===== config.mk =====
export PLATFORM = sky130hd
export DESIGN_NAME = rid_sid_map
export DESIGN_NICKNAME = d
export VERILOG_FILES = /design/src/rtl/rsm_pkg.sv /design/src/rtl/rsm_regs.sv /design/src/rtl/rsm_store.sv /design/src/rtl/rsm_match.sv /design/src/rtl/rid_sid_map.sv
export SDC_FILE = /design/constraint.sdc
export NUM_CORES = 2
export LEC_CHECK = 0
export BUFFER_PORTS_ARGS = -buffer_cell sky130_fd_sc_hd__buf_2
export CAP_MARGIN = 20
export CORE_ASPECT_RATIO = 1.25
export CORE_MARGIN = 2
export CORE_UTILIZATION = 35
export DETAILED_ROUTE_END_ITERATION = 8
export SLEW_MARGIN = 20
export SYNTH_ARGS = -nofsm -noshare
export SYNTH_HDL_FRONTEND = slang
export SYNTH_SLANG_ARGS = --single-unit

===== constraint.sdc =====
create_clock -name clk -period 9.4 [get_ports clk]
set_clock_uncertainty 0.05 [all_clocks]
set_input_delay 1.88 -clock clk [delete_from_list [all_inputs] [get_ports clk]]
set_output_delay 1.88 -clock clk [all_outputs]
set_load 0.03 [all_outputs]

===== src/rtl/rsm_pkg.sv =====
package rsm_pkg;
  localparam int RID_W  = 16;
  localparam int SID_W  = 6;
  localparam int CID_W  = 3;
  localparam int REG_W  = 32;
  localparam int OP_BIT = 16;

  localparam logic [1:0] ADR_CMD = 2'd0;
  localparam logic [1:0] ADR_D1  = 2'd1;
  localparam logic [1:0] ADR_D2  = 2'd2;

  // implemented bits of each register
  localparam logic [REG_W-1:0] CMD_MASK = 32'h0001_001F;
  localparam logic [REG_W-1:0] D1_MASK  = 32'h8000_073F;

  typedef struct packed {
    logic             vld;
    logic [CID_W-1:0] cid;
    logic [SID_W-1:0] sid;
    logic [RID_W-1:0] rid;
    logic [RID_W-1:0] msk;
  } ent_t;

  function automatic logic [REG_W-1:0] ent_to_d1(ent_t e);
    return {e.vld, 20'b0, e.cid, 2'b0, e.sid};
  endfunction

  function automatic logic [REG_W-1:0] ent_to_d2(ent_t e);
    return {e.rid, e.msk};
  endfunction

  function automatic ent_t regs_to_ent(logic [REG_W-1:0] d1, logic [REG_W-1:0] d2);
    ent_t e;
    e.vld = d1[31];
    e.cid = d1[10:8];
    e.sid = d1[5:0];
    e.rid = d2[31:16];
    e.msk = d2[15:0];
    return e;
  endfunction

  // masked compare of one slot against an incoming requester
  function automatic logic ent_match(ent_t e, logic [RID_W-1:0] rid);
    return e.vld && (((rid ^ e.rid) & e.msk) == '0);
  endfunction

  // isolate the lowest set bit
  function automatic logic [63:0] lowest_one(logic [63:0] v);
    return v & (~v + 64'd1);
  endfunction
endpackage


===== src/rtl/rsm_regs.sv =====
module rsm_regs
  import rsm_pkg::*;
#(
  parameter int N_ENT = 32,
  localparam int IDX_W = (N_ENT > 1) ? $clog2(N_ENT) : 1
) (
  input  logic             clk,
  input  logic             rst_n,
  input  logic             reg_we,
  input  logic [1:0]       reg_addr,
  input  logic [REG_W-1:0] reg_wdata,
  input  ent_t             rd_ent,
  output logic [IDX_W-1:0] sel_idx,
  output logic             commit,
  output ent_t             commit_ent,
  output logic [REG_W-1:0] cmd_q,
  output logic [REG_W-1:0] d1_q,
  output logic [REG_W-1:0] d2_q
);
  logic cmd_wr;
  logic fetch;

  assign cmd_wr     = reg_we && (reg_addr == ADR_CMD);
  assign sel_idx    = reg_wdata[IDX_W-1:0];
  assign fetch      = cmd_wr && reg_wdata[OP_BIT];
  assign commit     = cmd_wr && !reg_wdata[OP_BIT];
  assign commit_ent = regs_to_ent(d1_q, d2_q);

  always_ff @(posedge clk) begin
    if (!rst_n) begin
      cmd_q <= '0;
      d1_q  <= '0;
      d2_q  <= '0;
    end else begin
      if (cmd_wr) cmd_q <= reg_wdata & CMD_MASK;
      if (fetch) begin
        d1_q <= ent_to_d1(rd_ent);
        d2_q <= ent_to_d2(rd_ent);
      end else if (reg_we && reg_addr == ADR_D1) begin
        d1_q <= reg_wdata & D1_MASK;
      end else if (reg_we && reg_addr == ADR_D2) begin
        d2_q <= reg_wdata;
      end
    end
  end
endmodule


===== src/rtl/rsm_store.sv =====
module rsm_store
  import rsm_pkg::*;
#(
  parameter int N_ENT = 32,
  localparam int IDX_W = (N_ENT > 1) ? $clog2(N_ENT) : 1
) (
  input  logic             clk,
  input  logic             rst_n,
  input  logic             wr_en,
  input  logic [IDX_W-1:0] wr_idx,
  input  ent_t             wr_ent,
  input  logic [IDX_W-1:0] rd_idx,
  output ent_t             rd_ent,
  output ent_t [N_ENT-1:0] tbl
);
  for (genvar i = 0; i < N_ENT; i++) begin : g_slot
    always_ff @(posedge clk) begin
      if (!rst_n) begin
        tbl[i] <= '0;
      end else if (wr_en && wr_idx == IDX_W'(i)) begin
        tbl[i] <= wr_ent;
      end
    end
  end

  always_comb begin
    rd_ent = '0;
    for (int i = 0; i < N_ENT; i++) begin
      if (rd_idx == IDX_W'(i)) rd_ent = tbl[i];
    end
  end
endmodule


===== src/rtl/rsm_match.sv =====
module rsm_match
  import rsm_pkg::*;
#(
  parameter int N_ENT = 32
) (
  input  logic             clk,
  input  logic             rst_n,
  input  logic             lk_valid,
  input  logic [RID_W-1:0] lk_rid,
  input  ent_t [N_ENT-1:0] tbl,
  output logic [N_ENT-1:0] win_vec,
  output logic             out_valid,
  output logic             hit,
  output logic [SID_W-1:0] sid,
  output logic [CID_W-1:0] cid
);
  logic [N_ENT-1:0] hit_vec;
  logic [63:0]      win_wide;
  logic [SID_W-1:0] sid_sel;
  logic [CID_W-1:0] cid_sel;

  for (genvar i = 0; i < N_ENT; i++) begin : g_cmp
    assign hit_vec[i] = ent_match(tbl[i], lk_rid);
  end

  assign win_wide = lowest_one(64'(hit_vec));
  assign win_vec  = win_wide[N_ENT-1:0];

  always_comb begin
    sid_sel = '0;
    cid_sel = '0;
    for (int i = 0; i < N_ENT; i++) begin
      if (win_vec[i]) begin
        sid_sel = sid_sel | tbl[i].sid;
        cid_sel = cid_sel | tbl[i].cid;
      end
    end
  end

  always_ff @(posedge clk) begin
    if (!rst_n) begin
      out_valid <= 1'b0;
      hit       <= 1'b0;
      sid       <= '0;
      cid       <= '0;
    end else begin
      out_valid <= lk_valid;
      hit       <= lk_valid && (hit_vec != '0);
      sid       <= lk_valid ? sid_sel : '0;
      cid       <= lk_valid ? cid_sel : '0;
    end
  end
endmodule


===== src/rtl/rid_sid_map.sv =====
module rid_sid_map
  import rsm_pkg::*;
#(
  parameter int         N_ENT   = 32,
  parameter logic [1:0] MSI_SRC = 2'b01,
  localparam int IDX_W = (N_ENT > 1) ? $clog2(N_ENT) : 1
) (
  input  logic        clk,
  input  logic        rst_n,
  input  logic        reg_we,
  input  logic [1:0]  reg_addr,
  input  logic [31:0] reg_wdata,
  input  logic [1:0]  reg_raddr,
  output logic [31:0] reg_rdata,
  input  logic        lk_valid,
  input  logic [15:0] lk_rid,
  output logic        lk_out_valid,
  output logic        lk_hit,
  output logic [5:0]  lk_sid,
  output logic [2:0]  lk_cid,
  output logic [7:0]  lk_msi_sid
);
  ent_t             rd_ent;
  ent_t             commit_ent;
  ent_t [N_ENT-1:0] tbl;
  logic [IDX_W-1:0] sel_idx;
  logic             commit;
  logic [31:0]      cmd_q, d1_q, d2_q;
  logic [N_ENT-1:0] win_vec;

  rsm_regs #(.N_ENT(N_ENT)) u_regs (
    .clk(clk), .rst_n(rst_n), .reg_we(reg_we), .reg_addr(reg_addr),
    .reg_wdata(reg_wdata), .rd_ent(rd_ent), .sel_idx(sel_idx),
    .commit(commit), .commit_ent(commit_ent),
    .cmd_q(cmd_q), .d1_q(d1_q), .d2_q(d2_q)
  );

  rsm_store #(.N_ENT(N_ENT)) u_store (
    .clk(clk), .rst_n(rst_n), .wr_en(commit), .wr_idx(sel_idx),
    .wr_ent(commit_ent), .rd_idx(sel_idx), .rd_ent(rd_ent), .tbl(tbl)
  );

  rsm_match #(.N_ENT(N_ENT)) u_match (
    .clk(clk), .rst_n(rst_n), .lk_valid(lk_valid), .lk_rid(lk_rid),
    .tbl(tbl), .win_vec(win_vec), .out_valid(lk_out_valid),
    .hit(lk_hit), .sid(lk_sid), .cid(lk_cid)
  );

  always_comb begin
    case (reg_raddr)
      ADR_CMD: reg_rdata = cmd_q;
      ADR_D1:  reg_rdata = d1_q;
      ADR_D2:  reg_rdata = d2_q;
      default: reg_rdata = '0;
    endcase
  end

  assign lk_msi_sid = lk_hit ? {MSI_SRC, lk_sid} : 8'h00;
endmodule


==> metrics <==
Final Cell Area 79500 sq um; Residual DRC 2; first-pass GRT wire length 618000 um; Max Cap Violations 0; Worst EP arrival 8040 ps; Core Region 201000 sq um; CTS clock-pin slew for the worst setup and hold paths 60 ps; Core Rows 184; FF+latch count, synth 1403; Filler cells 20800; final worst-path cycle share 78.8%; hold path startpoint u_store.tbl[457]; RSZ-0062 raised after global routing false; final core utilization 39.5%; initial core utilization 35.2%; drt first-iter violations 14600; post-layout min period 7410 ps; die height 507 um; Avg WL per Cell 38.3 um; crit path max fanout 13; most frequent cells in the layout nand2_1 (3050), dfxtp_1 (1361), a21oi_1 (1240); Synth area leader dfxtp_1; pin count of the biggest net entering global routing 198; Pwr per Cell Area 173 nW/um^2; Net Count, Synth 9568; DR vias 78900; clock root buffer master clkbuf_16; DR pass1 iterations 9; Skew-Pair Late Insertion Delay 890 ps; total grt overflow 0; Syn Area/Cell 7.46 sq um; I/O Pins 107; Synth area leaders dfxtp_1 (40%), nand2_1 (16%), a21oi_1 (8.8%); ys flop type dfxtp_1; Worst setup EP type flop; Syn. warnings 0; sequential element share of the synthesized area 39.6%; CTS Hold Bufs 0; total power 13.7 mW; final setup vio count 0; Register-to-Register Setup Slack 3670 ps; die width 407 um; number of global-route vias before repair 71400; Max clock buf depth 3; Layout area overhead 12.1%; DIE AREA 206000 sq um; Hold Fails Final Rpt 0; H-Tree Level Count 4; Mapped Cells 9512; top cell type's share of synthesized area 39.6%; share of cells above drive strength 1 9.45%; Worst Hold Class flop to flop; failing checks design-rule violations; Critical Path RT 10030 ps; antenna-violating nets left 0; post-DP HPWL 315000 um; FMAX 135 MHz; Lkg Pwr 27.0 nW; Critical Path Source lk_rid[0]; post_cts resized 0; Post-synth EDFFs 0; Slew headroom 11.3%; initial antenna violation count 56; critical path type input port to flop; Final Max Tran Viols 0; status finished with violations; GP Congestion 1.09; Slew @ Worst Pin 1320 ps; nets 9255; Mapped Area 70900 sq um; Detailed Route WL 461000 um; Setup TNS Final 0 ps; Netlist cell types 96; Post-synth ARST share 0%; Post-CTS Setup Bufs 0; total CTS buffers 153; Reg2Reg Launch Point u_store.tbl[451]; CTS tree yes; Post-DP Area 73900 sq um; CP Launch Type input port; # port buffers 105; GRT Total Usage 43.3%; clock sinks 1403; commonest non-fill, non-tap cell in the layout nand2_1; Peak VDD IR 0.000141 V; vias per cell 6.55
## cells in the mapped netlist (28+ instances only)
cell type	count
nand2_1	3052
a221oi_1	94
nor2_1	265
clkbuf_1	719
a21boi_0	344
a22o_1	64
a22oi_1	348
o221ai_1	81
nand3_1	58
a21oi_1	1241
a221o_1	33
mux2i_1	83
dfxtp_1	1403
o21ai_0	237
xor2_1	511
nor3_1	61
a211oi_1	40
nand2b_1	28
buf_6	30
nand4_1	90
buf_2	77
a31oi_1	49
buf_1	32
nor2b_1	28
o22ai_1	138
and2_1	35
## worst max-delay path: stages
cell,delay (ps)
buf_2,900
buf_4,530
xor2_1,180
a22oi_1,190
nand4_1,140
nor4_1,960
a211oi_2,370
and2_4,320
and3_1,300
a22oi_1,480
nand4_1,820
a211oi_1,630
a41oi_1,260
## sequential cells by signal, summed over array words and instances (netlist names)
signal             flops
u_store.tbl         1344
u_regs.d2_q           32
u_regs.d1_q           10
u_match.sid            6
u_regs.cmd_q           6
u_match.cid            3
u_match.hit            1
u_match.out_valid      1
## where the power goes
group	internal, mW	switching (mW)	leakage (nW)
Sequential	5.96	0.0496	11.3
Combinational	0.243	1.05	13.2
Clock	3.59	2.83	2.55
## logic make-up (layout without fill, tap and decap cells)
kind of cell    count (synthesis)  count (layout)  share of synthesized area (%)
simple gates                 3723            3723                           21.3
compound gates               2850            2850                           25.5
flops                        1403            1403                           39.6
buf+inv                       912             724                           5.48
xor+xnor                      512             512                           6.33
mux                           111             111                           1.76
other cells                     1              17                        0.00529
## through the flow
stage	std cells	setup WS, ps	hold slack, ps
2_1_floorplan	9512	4350	391
3_3_place_gp	11700	1830	406
3_5_place_dp	11700	1880	412
4_1_cts	12000	2680	421
5_1_grt	12000	2330	440
6_report	12000	1990	422
## final timing paths
kind	to	depth (start not counted)
max reg2reg	u_match.cid[1]	11
min	u_store.tbl[457]	2
min reg2reg	u_store.tbl[457]	2
max	u_match.cid[1]	13
## routing by layer
layer  up-vias  GRT usage, %  share of wire, %
met5         -         0.398             0.054
met4        40          40.4                12
met3      2167          12.8                12
met2      6820          63.5                42
met1     37800          50.2                34
li1      32100             -                 -
## cell type report
type | instances | area [sq um] | area share, %
Antenna cell | 16 | 40.0 | 0.0504
Tap cell | 2697 | 3370 | 4.24
Multi-Input combinational cell | 7197 | 39500 | 49.7
Clock inverter | 46 | 553 | 0.696
Inverter | 24 | 97.6 | 0.123
Timing Repair Buffer | 420 | 3200 | 4.02
Sequential cell | 1403 | 28100 | 35.4
Clock buffer | 234 | 4610 | 5.79
Note: power is estimated with default switching activity, not from simulation.
